## config.mk

```make
export PLATFORM = sky130hd
export DESIGN_NAME = crf_top
export DESIGN_NICKNAME = d
export VERILOG_FILES = /design/src/rtl/crf_pkg.sv /design/src/rtl/crf_write_merge.sv /design/src/rtl/crf_field_read.sv /design/src/rtl/crf_top.sv
export SDC_FILE = /design/constraint.sdc
export NUM_CORES = 1
export LEC_CHECK = 0
export BUFFER_PORTS_ARGS = -buffer_cell sky130_fd_sc_hd__buf_2
export CELL_PAD_IN_SITES_DETAIL_PLACEMENT = 1
export CELL_PAD_IN_SITES_GLOBAL_PLACEMENT = 2
export CORE_MARGIN = 2
export CORE_UTILIZATION = 25
export DETAILED_ROUTE_END_ITERATION = 8
export MAX_ROUTING_LAYER = met4
export PLACE_DENSITY_LB_ADDON = 0.1
export SETUP_SLACK_MARGIN = 0.05
export SLEW_MARGIN = 5
export SYNTH_ARGS = -nofsm -noshare
export SYNTH_HDL_FRONTEND = slang
export SYNTH_HIERARCHICAL = 1
export SYNTH_SLANG_ARGS = --single-unit
```

## constraint.sdc

```tcl
create_clock -name clk -period 2.1 [get_ports clk]
set_input_delay 0.105 -clock clk [delete_from_list [all_inputs] [get_ports clk]]
set_output_delay 0.105 -clock clk [all_outputs]
set_load 0.01 [all_outputs]
```

## src/rtl/crf_pkg.sv

```systemverilog
package crf_pkg;

    localparam int FIELD_W    = 4;
    localparam int NUM_FIELDS = 8;
    localparam int REG_W      = FIELD_W * NUM_FIELDS;
    localparam int IDX_W      = $clog2(NUM_FIELDS);
    localparam int NUM_FRD    = 3;

    typedef logic [REG_W-1:0]      creg_t;
    typedef logic [FIELD_W-1:0]    field_t;
    typedef logic [IDX_W-1:0]      fidx_t;
    typedef logic [NUM_FIELDS-1:0] fmask_t;

    typedef struct packed {
        logic   en;
        fmask_t mask;
        creg_t  data;
    } wide_wr_t;

    typedef struct packed {
        logic   en;
        fidx_t  idx;
        field_t data;
    } narrow_wr_t;

    // Field 0 is the most significant field.
    function automatic int field_lsb(input int idx);
        return (NUM_FIELDS - 1 - idx) * FIELD_W;
    endfunction

    function automatic field_t get_field(input creg_t val, input fidx_t idx);
        return field_t'(val >> field_lsb(int'(idx)));
    endfunction

endpackage

```

## src/rtl/crf_write_merge.sv

```systemverilog
module crf_write_merge
    import crf_pkg::*;
(
    input  creg_t      cur,
    input  wide_wr_t   wide,
    input  narrow_wr_t narrow,
    output creg_t      nxt
);

    for (genvar g = 0; g < NUM_FIELDS; g++) begin : g_field
        localparam int LSB = field_lsb(g);
        logic take_wide;
        logic take_narrow;

        always_comb begin
            take_wide   = wide.en & wide.mask[g];
            take_narrow = narrow.en & (narrow.idx == fidx_t'(g));
            if (take_narrow)
                nxt[LSB +: FIELD_W] = narrow.data;
            else if (take_wide)
                nxt[LSB +: FIELD_W] = wide.data[LSB +: FIELD_W];
            else
                nxt[LSB +: FIELD_W] = cur[LSB +: FIELD_W];
        end
    end

endmodule

```

## src/rtl/crf_field_read.sv

```systemverilog
module crf_field_read
    import crf_pkg::*;
(
    input  creg_t  val,
    input  fidx_t  idx,
    output field_t data
);

    always_comb data = get_field(val, idx);

endmodule

```

## src/rtl/crf_top.sv

```systemverilog
module crf_top
    import crf_pkg::*;
(
    input  logic                       clk,
    input  logic                       rst,
    input  logic                       full_wr_en,
    input  logic [NUM_FIELDS-1:0]      full_wr_mask,
    input  logic [REG_W-1:0]           full_wr_data,
    input  logic                       fld_wr_en,
    input  logic [IDX_W-1:0]           fld_wr_idx,
    input  logic [FIELD_W-1:0]         fld_wr_data,
    input  logic [NUM_FRD*IDX_W-1:0]   fld_rd_idx,
    output logic [NUM_FRD*FIELD_W-1:0] fld_rd_data,
    output logic [REG_W-1:0]           full_rd_data
);

    creg_t      creg_q;
    creg_t      creg_nxt;
    wide_wr_t   wide;
    narrow_wr_t narrow;

    always_comb begin
        wide.en     = full_wr_en;
        wide.mask   = full_wr_mask;
        wide.data   = full_wr_data;
        narrow.en   = fld_wr_en;
        narrow.idx  = fld_wr_idx;
        narrow.data = fld_wr_data;
    end

    crf_write_merge u_merge (
        .cur    (creg_q),
        .wide   (wide),
        .narrow (narrow),
        .nxt    (creg_nxt)
    );

    always_ff @(posedge clk) begin
        if (rst) creg_q <= '0;
        else     creg_q <= creg_nxt;
    end

    // Write-through: all reads see the merged value.
    assign full_rd_data = creg_nxt;

    for (genvar p = 0; p < NUM_FRD; p++) begin : g_rd
        crf_field_read u_rd (
            .val  (creg_nxt),
            .idx  (fld_rd_idx[p*IDX_W +: IDX_W]),
            .data (fld_rd_data[p*FIELD_W +: FIELD_W])
        );
    end

endmodule

```

==> results.ini <==
[synthesis]
syn_area_per_cell_um2 = 10.7
syn_inst = 233
netlist_area_um2 = 2500
ys.flop_type = dfxtp_1
synth_simple_gate_area_share_pct = 18.5
muxShareOfSynthArea_pct = 43.5
synth_compound_area_share_pct = 6.42
ys_warn_count = 6
async_flop_share_pct = 0
synth_xor_area_share_pct = 0
yosysUniqueCellTypes = 18
synth_area_leader_cell = dfxtp_1
synth_top_family_by_area = multiplexers
synth_common_cells = dfxtp_1 (32), mux2i_1 (32), nor2b_1 (32), mux4_1 (24), nand2_1 (24)
synth_seq_cells = 32
syn-num-nets = 293
synth_edf_count = 0
synth_area_leaders = dfxtp_1 (26%), mux4_1 (25%), mux2i_1 (13%)
yosysTopAreaCellShare_pct = 25.7
synth-seq-area-share_pct = 25.7
synthAdderAreaFrac_pct = 0

[die]
num_rows = 36
ioPinCount = 104
die_area_um2 = 10800
die_w_um = 104
core_um2 = 9730
die_h_um = 104
start_util_pct = 25.7

[setup_path]
end_kind = primary output
path_max_fanout = 8
worstSetupPathType = in -> out
crit_path_top_delay_cell = mux4_1
critPathBufInv = 3
startpoint_type = input pin
worstPathRequired_ns = 2.00
critPathTopFamily = multiplexers
path_cells = buf_2, nor4b_4, buf_4, o21ai_1, mux4_1, mux2_2, buf_2
cpMostUsedCell = buf_2
cpPeakStageDelay_ns = 0.54
critPathArrivalTime_ns = 1.90

[placed_design]
pre_cts_ws_ns = -0.0189
port_buffers = 103
place_area_um2 = 3210
dp.cells = 470
gp_routability_congestion = 0.831
hpwlAfterDp_um = 7090

[job]
cap_violations = 0

[drt]
drt-wirelength-per-cell_um = 19.0
wirelength_um = 9160
ant_nets = 0
routed_via_density = 4.72
vias = 2277
drt_pass1_iterations = 4
drc = 0
drt_first_iter_violations = 74

[clock_network]
hold_buffers = 0
clockBufferDepth = 2
numCtsBuffers = 5
clk_latency_ns = 0.28
htreeDepth = 2
tritoncts = done
cts_num_sinks = 32
clk_pin_slew_ns = 0.08
cts_root_buf = clkbuf_8

[timing]
slew_headroom_pct = 56.3
layout_min_cycle_time_ns = 2.01
finClkSkew_ns = 0
tightestPinTransition_ns = 0.656
max_freq_mhz = 498
finalHoldViolCount = 0
fin_crit_sh_pct = 95.5
tns_ns = 0
rsz0062_at_grt = true
setup_viol = 0
finalMaxSlewViolations = 0
setup_slack_ns = 0.0938

[pwr]
cellPowerDensity_nw_per_um2 = 559
leakagePower_nw = 1.73
vdd_ir_drop_max_v = 0.000250

[cells_and_area]
design_area_um2 = 3380
largest_reg_flops = 32
top_register = creg_q
drive_gt1_share_pct = 48.7
syn_to_final_growth_pct = 35.5
final_nets = 406
top_regs = creg_q (32)
instances_no_fill = 482

[worst_hold_path]
hp-class = in -> reg

[global_route]
grt_max_degree = 33
grt_pass1_vias = 2346
antenna_found_initial = 2
track_usage_pct = 16.8
grt_overflow_total = 0
grt_pass1_wl_um = 13400

[status]
status = finished clean

where the power goes:
group	switching, mW	total, mW	internal (mW)
sequential	0.00971	0.655	0.645
combinational	0.353	0.709	0.356
clock	0.259	0.527	0.268
total	0.622	1.89	1.27
final cells by class:
cell class | instances | area [µm²]
antenna | 2 | 5.00
clock buffer | 8 | 90.1
fill | 1154 | 6350
multi-input combinational | 180 | 1770
sequential | 32 | 641
tap | 133 | 166
timing repair buffer | 127 | 711
worst reg2reg max path: cells and delay by family, from the launching register on:
family          cells  cell delay [ns]
flops               1             0.33
compound gates      1             0.30
buf+inv             1             0.18
simple gates        1             0.14
mux                 1             0.08
repair_timing:
action	4_1_cts	5_1_grt
buffers inserted	0	2
endpoints found under the setup margin	12	12
pin swaps	1	1
resized for setup	5	23
layout by cell type (no fill, tap or decap), types with 6 or more instances in the layout:
cell        n
buf_4      23
nand2_2     8
nor2_1     16
buf_2     102
a21oi_1    15
mux2_2     12
mux4_1     20
dfxtp_1    32
clkbuf_8    6
mux2i_1    31
nand2_1    16
nor2b_1    32
o21ai_1    13
cells by family (layout without fill, tap and decap cells):
family / after synthesis / count (layout)
other: 0 / 2
AOI/OAI and AO/OA: 32 / 32
and+or+nand+nor: 80 / 80
muxes: 68 / 68
buffers and inverters: 21 / 135
DFF: 32 / 32
path summary, 6_finish.rpt:
path | from | to | slack, ns | cells past startpoint
setup / recovery | fld_wr_idx[2] | fld_rd_data[11] | 0.09 | 7
hold / removal | full_wr_data[24] | creg_q[24] | 0.32 | 4
setup reg to reg | creg_q[17] | creg_q[17] | 1.00 | 4
hold reg to reg | creg_q[5] | creg_q[5] | 0.73 | 3
metrics by stage:
step,utilization (%),power (mW),hold slack [ns]
2_1_floorplan,-,1.06,0.177
3_3_place_gp,33.0,1.36,0.632
3_5_place_dp,33.0,1.36,0.637
4_1_cts,34.0,1.90,0.340
5_1_grt,34.8,1.99,0.372
6_report,34.8,1.89,0.322
layer usage:
| layer | vias up | GRT usage [%] | part of all wire, % |
|---|---|---|---|
| met5 | - | - | 0 |
| met4 | 0 | 3.76 | 0.51 |
| met3 | 4 | 3.26 | 5.0 |
| met2 | 66 | 27.2 | 48 |
| met1 | 1111 | 21.8 | 46 |
| li1 | 1096 | - | - |
Note: power is estimated with default switching activity, not from simulation.
